==> config.mk <==
export PLATFORM = sky130hd
export DESIGN_NAME = quad_tap_addr
export DESIGN_NICKNAME = d
export VERILOG_FILES = /design/src/rtl/qta_pkg.sv /design/src/rtl/qta_scan_ctr.sv /design/src/rtl/qta_tap_map.sv /design/src/rtl/qta_delay_line.sv /design/src/rtl/quad_tap_addr.sv
export SDC_FILE = /design/constraint.sdc
export NUM_CORES = 1
export LEC_CHECK = 0
export BUFFER_PORTS_ARGS = -buffer_cell sky130_fd_sc_hd__buf_2
export CAP_MARGIN = 30
export CORE_MARGIN = 2
export CORE_UTILIZATION = 47
export DETAILED_ROUTE_END_ITERATION = 16
export PLACE_DENSITY = 0.78
export SYNTH_ARGS = -nofsm -noshare
export SYNTH_HDL_FRONTEND = slang
export SYNTH_SLANG_ARGS = --single-unit
==> constraint.sdc <==
create_clock -name clk -period 3.6 [get_ports clk]
set_clock_uncertainty 0.1 [all_clocks]
set_input_delay 0.18 -clock clk [delete_from_list [all_inputs] [get_ports clk]]
set_output_delay 0.18 -clock clk [all_outputs]
set_load 0.005 [all_outputs]
==> src/rtl/qta_pkg.sv <==
package qta_pkg;
  localparam int NTAP = 4;

  // Tap index encoding: bit 0 = right half, bit 1 = bottom half.
  function automatic bit tap_is_right(input int t);
    return (t % 2) == 1;
  endfunction

  function automatic bit tap_is_bottom(input int t);
    return t >= 2;
  endfunction
endpackage

==> src/rtl/qta_scan_ctr.sv <==
module qta_scan_ctr #(
  parameter int HALF_W = 4,
  parameter int HALF_H = 3,
  parameter int CIW    = 3,
  parameter int LIW    = 2
) (
  input  logic           clk,
  input  logic           rst_n,
  input  logic           pix_stb,
  input  logic           line_stb,
  input  logic           frame_stb,
  output logic [CIW-1:0] col_idx,
  output logic [LIW-1:0] line_idx,
  output logic           hit
);
  localparam logic [CIW-1:0] COL_END  = CIW'(HALF_W);
  localparam logic [LIW-1:0] LINE_END = LIW'(HALF_H);

  logic [CIW-1:0] col_q, col_d;
  logic [LIW-1:0] line_q, line_d;
  logic           cnt_en;

  always_comb begin
    col_d  = col_q;
    line_d = line_q;
    hit    = 1'b0;
    if (frame_stb) begin
      col_d  = '0;
      line_d = '0;
    end else if (line_stb) begin
      col_d = '0;
      if (line_q < LINE_END) line_d = line_q + 1'b1;
    end else if (pix_stb && (col_q < COL_END) && (line_q < LINE_END)) begin
      hit   = 1'b1;
      col_d = col_q + 1'b1;
    end
  end

  assign cnt_en = frame_stb | line_stb | hit;

  always_ff @(posedge clk or negedge rst_n) begin
    if (!rst_n) begin
      col_q  <= '0;
      line_q <= '0;
    end else if (cnt_en) begin
      col_q  <= col_d;
      line_q <= line_d;
    end
  end

  assign col_idx  = col_q;
  assign line_idx = line_q;
endmodule

==> src/rtl/qta_tap_map.sv <==
module qta_tap_map #(
  parameter bit MIRROR_COL = 1'b0,
  parameter bit MIRROR_ROW = 1'b0,
  parameter int IMG_W      = 8,
  parameter int IMG_H      = 6,
  parameter int CIW        = 3,
  parameter int LIW        = 2,
  parameter int CW         = 3,
  parameter int RW         = 3
) (
  input  logic [CIW-1:0] col_idx,
  input  logic [LIW-1:0] line_idx,
  output logic [RW-1:0]  row,
  output logic [CW-1:0]  col
);
  localparam logic [CW-1:0] COL_LAST = CW'(IMG_W - 1);
  localparam logic [RW-1:0] ROW_LAST = RW'(IMG_H - 1);

  generate
    if (MIRROR_COL) begin : g_col_mir
      assign col = COL_LAST - CW'(col_idx);
    end else begin : g_col_fwd
      assign col = CW'(col_idx);
    end
    if (MIRROR_ROW) begin : g_row_mir
      assign row = ROW_LAST - RW'(line_idx);
    end else begin : g_row_fwd
      assign row = RW'(line_idx);
    end
  endgenerate
endmodule

==> src/rtl/qta_delay_line.sv <==
module qta_delay_line #(
  parameter int WIDTH = 8,
  parameter int DEPTH = 4
) (
  input  logic             clk,
  input  logic             rst_n,
  input  logic [WIDTH-1:0] din,
  output logic [WIDTH-1:0] dout
);
  logic [WIDTH-1:0] stage_q [DEPTH];

  always_ff @(posedge clk or negedge rst_n) begin
    if (!rst_n) begin
      for (int i = 0; i < DEPTH; i++) stage_q[i] <= '0;
    end else begin
      stage_q[0] <= din;
      for (int i = 1; i < DEPTH; i++) stage_q[i] <= stage_q[i-1];
    end
  end

  assign dout = stage_q[DEPTH-1];
endmodule

==> src/rtl/quad_tap_addr.sv <==
module quad_tap_addr #(
  parameter int IMG_W = 8,
  parameter int IMG_H = 6,
  parameter int DW    = 8,
  parameter int LAT   = 3,
  parameter int CW    = $clog2(IMG_W),
  parameter int RW    = $clog2(IMG_H)
) (
  input  logic                            clk,
  input  logic                            rst_n,
  input  logic                            pix_stb,
  input  logic                            line_stb,
  input  logic                            frame_stb,
  input  logic [qta_pkg::NTAP-1:0][DW-1:0] tap_data,
  output logic [qta_pkg::NTAP-1:0]        out_valid,
  output logic [qta_pkg::NTAP-1:0][RW-1:0] out_row,
  output logic [qta_pkg::NTAP-1:0][CW-1:0] out_col,
  output logic [qta_pkg::NTAP-1:0][DW-1:0] out_data
);
  import qta_pkg::*;

  localparam int HALF_W = IMG_W / 2;
  localparam int HALF_H = IMG_H / 2;
  localparam int CIW    = $clog2(HALF_W + 1);
  localparam int LIW    = $clog2(HALF_H + 1);
  localparam int PW     = 1 + RW + CW;

  // Reset: asserted asynchronously, released after two clock edges
  logic [1:0] rs_q;
  logic       core_rst_n;

  always_ff @(posedge clk or negedge rst_n) begin
    if (!rst_n) rs_q <= 2'b00;
    else        rs_q <= {rs_q[0], 1'b1};
  end
  assign core_rst_n = rs_q[1];

  logic [CIW-1:0] col_idx;
  logic [LIW-1:0] line_idx;
  logic           hit;

  qta_scan_ctr #(
    .HALF_W(HALF_W), .HALF_H(HALF_H), .CIW(CIW), .LIW(LIW)
  ) u_scan (
    .clk(clk), .rst_n(core_rst_n),
    .pix_stb(pix_stb), .line_stb(line_stb), .frame_stb(frame_stb),
    .col_idx(col_idx), .line_idx(line_idx), .hit(hit)
  );

  generate
    for (genvar g = 0; g < NTAP; g++) begin : g_tap
      logic [RW-1:0] row_c;
      logic [CW-1:0] col_c;
      logic [PW-1:0] pipe_out;
      logic [DW-1:0] data_q;

      qta_tap_map #(
        .MIRROR_COL(tap_is_right(g)), .MIRROR_ROW(tap_is_bottom(g)),
        .IMG_W(IMG_W), .IMG_H(IMG_H), .CIW(CIW), .LIW(LIW), .CW(CW), .RW(RW)
      ) u_map (
        .col_idx(col_idx), .line_idx(line_idx), .row(row_c), .col(col_c)
      );

      // LAT+1 stages: the address is captured at the strobe edge and the
      // final stage lines up with the data register loaded LAT edges later.
      qta_delay_line #(.WIDTH(PW), .DEPTH(LAT + 1)) u_dly (
        .clk(clk), .rst_n(core_rst_n),
        .din({hit, row_c, col_c}), .dout(pipe_out)
      );

      always_ff @(posedge clk or negedge core_rst_n) begin
        if (!core_rst_n) data_q <= '0;
        else             data_q <= tap_data[g];
      end

      assign out_valid[g] = pipe_out[PW-1];
      assign out_row[g]   = pipe_out[CW +: RW];
      assign out_col[g]   = pipe_out[0 +: CW];
      assign out_data[g]  = data_q;
    end
  endgenerate
endmodule

After elaboration in Yosys (flattened, before gate mapping)
Cells that the tools add are included.
- register bits: 143
- input bits: 37
- output and inout bits: 60
- logic and storage cells: 47
- add/subtract/negate cells: 4
- order comparisons: 2
- multiplexer cells: 9
- bitwise logic cells: 2
- reduce and logical (&&, ||, !) cells: 7
- operator list (kind ; count):
    3-bit two-way mux ; 3
    2-bit two-way mux ; 3
    2-bit nonzero test ; 2
    3-bit by 1-bit adder with 3-bit output (second input constant) ; 1
    3-bit less-than comparator (second input constant) ; 1
    1-bit two-way mux ; 3
    3-bit AND reduction ; 1
    3-bit nonzero test ; 1
    3-bit by 2-bit subtractor with 3-bit output (first input constant) ; 1
    3-bit subtractor (first input constant) ; 1
    2-bit by 1-bit adder with 2-bit output (second input constant) ; 1
    1-bit logical AND ; 2
    2-bit less-than comparator (second input constant) ; 1
    1-bit OR ; 2
    2-bit AND reduction ; 1

Longest topological paths before layout
- word-level depth: 8
- gate-level depth with buffers: 4
- depth with buffers taken out: 4

Cells and area by module
From an unflattened synthesis, not the netlist that was laid out.
- cells, all modules: 223
- area, all modules: 4277.9 um^2
- modules (own cells, without submodules) (module ; times used ; cells an instance ; area each (um^2) ; sequential area each (um^2)):
    qta_delay_line ; 4 ; 35 ; 753.2 ; 700.7
    quad_tap_addr ; 1 ; 35 ; 854.6 ; 850.8
    qta_scan_ctr ; 1 ; 22 ; 260.2 ; 125.1
    qta_tap_map (g_tap[0].u_map) ; 1 ; 7 ; 48.8 ; 0.0
    qta_tap_map (g_tap[1].u_map) ; 1 ; 7 ; 37.5 ; 0.0
    qta_tap_map (g_tap[2].u_map) ; 1 ; 6 ; 37.5 ; 0.0
    qta_tap_map (g_tap[3].u_map) ; 1 ; 6 ; 26.3 ; 0.0

Worst setup path after synthesis
No wires, ideal clock.
- path type: register to register
- start: register u_scan.line_q[0] (netlist: u_scan.line_idx[0])
- end: register u_scan.col_q[1] (netlist: u_scan.col_idx[1])
- library setup time: 0.120 ns
- data arrival time: 1.131 ns
- data required time: 3.380 ns
- setup slack: 2.249 ns
- cell stages (with the launch flop): 5
- buffers on the path: 0
- period minus slack after synthesis: 1.351 ns
- cells stage by stage: dfrtp_1 ha_1 nor3b_4 mux2i_1 nor3_2
- cells in the longest elaborated chain, start to end: 7
- elaborated cells on any way between the ends: 8
- classes of those cells: order compare: 1; mux: 3; bitwise: 1; reduce/logical: 3
- ends and longest elaborated chain (element ; RTL line ; text):
    from (decl) ; qta_scan_ctr.sv:20 ; logic [LIW-1:0] line_q, line_d;
    from (signal assigned) ; qta_scan_ctr.sv:47 ; line_q <= line_d;
    2-bit less-than comparator (*) ; qta_scan_ctr.sv:33 ; end else if (pix_stb && (col_q < COL_END) && (line_q < LINE_END)) begin
    1-bit logical AND (*) ; qta_scan_ctr.sv:33 ;
    1-bit two-way mux ; qta_scan_ctr.sv:33 ;
    1-bit two-way mux ; qta_scan_ctr.sv:30 ; end else if (line_stb) begin
    1-bit two-way mux ; qta_scan_ctr.sv:27 ; if (frame_stb) begin
    1-bit OR ; qta_scan_ctr.sv:39 ; assign cnt_en = frame_stb | line_stb | hit;
    2-bit AND reduction (no source line) (*) ; -- ;
    to (signal assigned) ; qta_scan_ctr.sv:46 ; col_q <= col_d;
    to (decl) ; qta_scan_ctr.sv:19 ; logic [CIW-1:0] col_q, col_d;
Every way passes the cells marked *; elsewhere a longest branch is shown, timed or not.
A chain may end at the register's enable or synchronous reset.

Worst setup path after layout
- start: register u_scan.line_q[0] (netlist: u_scan.line_idx[0])
- end: register u_scan.col_q[0] (netlist: u_scan.col_idx[0])
The elaborated chain is that of the path after synthesis.

==> flow_summary_export.csv <==
group,metric,value,unit
die,die_h,76.24,um
worst_setup_path,r2r-end,"u_scan.col_idx[0]",
detailed_routing,num_vias,1331,
worst_setup_path,worst-path-max-fanout,4,
status,run_status,"finished, final reports clean",
grt,grt_pass1_wl,7024,um
clocking,tritoncts.num_buffers,9,
detailed_routing,drt_first_pass_iters,4,
power_and_ir_drop,powerDensity,518.2,nW/um^2
place,port_buffers,94,
power_and_ir_drop,cellLeakagePower,1.687,nW
die,die_w,76.24,um
clocking,post_cts_resize_count,0,
cells_and_area,final_common_cell,"buf_2",
synthesis,yosysSeqAreaShare,0.8469,
grt,grt_max_degree,82,
place,post-place-ws,2.183,ns
cells_and_area,nets,288,
sta,clock.fmax,520.6,MHz
worst_setup_path,critPathBufInv,1,
grt,antenna_found_initial,0,
worst_setup_path,critPathKind,"reg -> reg",
detailed_routing,drt_first_iter_violations,89,
worst_setup_path,critPathMaxStageDelay,0.55,ns
worst_setup_path,r2r_slack,1.68,ns
die,core_region_area,5075,um^2
clocking,clockRootBuffer,"clkbuf_8",
clocking,postCtsSetupBuffers,0,
sta,setup_violations,0,
worst_setup_path,critPathSlowestCell,"dlygate4sd3_1",
synthesis,yosys_warnings,0,
die,dieArea,5812,um^2
synthesis,yosys_register_bits,83,
place,dpl_cell_area,2808,um^2
sta,hold_viol_final,0,
worst_setup_path,cpLargestDelayFamily,"buffers and inverters",
detailed_routing,drc_errors,0,
sta,finalCritPeriodShare,0.5336,
power_and_ir_drop,power.total,0.001759,W
die,ioPinCount,97,
clocking,cts_tree,"yes",
clocking,cts_hold_buf,36,
synthesis,ys_types,14,
clocking,cts_max_path_buffers,2,
clocking,clkSinkCount,83,
synthesis,avgSynthCellArea,18.30,um^2
worst_setup_path,rr_worst_depth,5,
place,gp_congestion,0.6665,
die,rows,26,
sta,rsz0062_at_grt,"false",
clocking,insertion_delay,0.34,ns
grt,grt_usage,0.1647,
worst_setup_path,start_kind,"flop",
detailed_routing,post_drt_wl_per_cell,13.58,um
cells_and_area,area_growth,38.42,%
sta,slew_violations,0,
worst_setup_path,worstPathCellList,"ha_1 > nor3b_4 > xnor2_1 > nor3_2 > dlygate4sd3_1",
synthesis,synthCells,134,
sta,tns,0,ns
synthesis,syn_area,2452,um^2
clocking,clk_pin_slew,0.08,ns
grt,grt_overflow,0,
run,drv_cap,0,
grt,grt_pass1_vias,1407,
worst_setup_path,cp-end-kind,"flop",
worst_setup_path,r2r_start,"u_scan.line_idx[0]",
cells_and_area,mostFrequentLayoutCells,"buf_2, dfrtp_1, dlygate4sd3_1",
detailed_routing,vias_per_cell,4.108,
worst_setup_path,required,3.71,ns
power_and_ir_drop,peakVddDrop,0.0002979,V
die,initial_core_util,0.4832,
clocking,h-tree-depth,3,
detailed_routing,routed_wl,4400,um
cells_and_area,final_area,3395,um^2
sta,layout_setup_ws,1.679,ns
detailed_routing,final_antenna_net_count,0,
cells_and_area,drive_gt1_frac,0.4528,
hold_path,hold_class,"reg -> async",
worst_setup_path,crit_arrival,2.03,ns
sta,fin_crit,1.921,ns
cells_and_area,diodes,0,
logic make-up after synthesis:
| family | synth area share |
|---|---|
| other | 0.003062 |
| AO/OA/AOI/OAI | 0.002553 |
| adder cells (fa/ha/maj) | 0.01020 |
| buffers and inverters | 0.09490 |
| multiplexers | 0.008164 |
| flip-flops | 0.8469 |
| AND/OR/NAND/NOR | 0.02704 |
| XOR/XNOR | 0.007144 |
flip-flops by register name, summed over array words and instances (netlist names):
signal / flops
rs_q: 2
u_scan.line_idx: 2
g_tap.u_dly.dout: 11
u_scan.col_idx: 3
g_tap.data_q: 32
g_tap.u_dly.stage_q: 33
cells in the mapped netlist:
library cell | number | area, um^2
ha_1 | 2 | 25.02
conb_1 | 2 | 7.510
nor3_1 | 1 | 5.000
buf_4 | 28 | 210.2
mux2i_1 | 2 | 20.02
nor2_1 | 2 | 7.510
nor3_2 | 2 | 20.02
nor3b_1 | 1 | 7.510
and2b_1 | 1 | 7.510
nor3b_4 | 1 | 18.77
inv_1 | 6 | 22.52
a31oi_1 | 1 | 6.260
xnor2_1 | 2 | 17.52
dfrtp_1 | 83 | 2077
worst register-to-register path, stage by stage (launching register included):
cell,delay (ns)
dfrtp_1,0.42
ha_1,0.27
nor3b_4,0.25
xnor2_1,0.17
nor3_2,0.05
dlygate4sd3_1,0.55
routing by layer:
metal	vias to the layer above	GRT usage	wire length, um	share of wire
met1	666	0.1721	1467	0.33
met5	-	0	0	0
li1	611	-	-	-
met2	44	0.2929	2638	0.60
met3	10	0.04147	156	0.035
met4	0	0.1073	138	0.031
worst max-delay path by stage:
stage | from | to | slack, ns | cells past startpoint
floorplan | rs_q[1] | g_tap[0].data_q[0] | 1.02 | 0
global placement | u_scan.line_idx[0] | u_scan.col_idx[1] | 2.20 | 4
detailed placement | u_scan.line_idx[0] | u_scan.col_idx[1] | 2.18 | 4
CTS | u_scan.line_idx[0] | u_scan.col_idx[0] | 1.69 | 5
global route | u_scan.line_idx[0] | u_scan.col_idx[0] | 1.57 | 5
finish | u_scan.line_idx[0] | u_scan.col_idx[0] | 1.68 | 5
stage by stage:
step,cells,util,hold WS [ns]
after global placement,271,0.5533,-0.1357
after global routing,324,0.6689,0.03681
after CTS,323,0.6635,0.03863
after floorplan,135,-,-0.2156
final,324,0.6689,0.02800
after detailed placement,271,0.5533,-0.1320
where the power goes:
| part | switching (W) | internal (W) | leakage [nW] |
|---|---|---|---|
| logic | 0.0000530 | 0.0000728 | 0.615 |
| clock network | 0.000306 | 0.000325 | 0.0977 |
| registers | 0.0000206 | 0.000982 | 0.975 |
| total | 0.000379 | 0.00138 | 1.69 |
cell type report:
class                           instances  area (um^2)
Tap cell                               70        87.58
Sequential cell                        83         2081
Timing Repair Buffer                  131        858.3
Clock inverter                          3        20.02
Inverter                                6        22.52
Fill cell                             354         1680
Clock buffer                           13        178.9
Multi-Input combinational cell         18        146.4
Power figures use the tool's default switching activity.
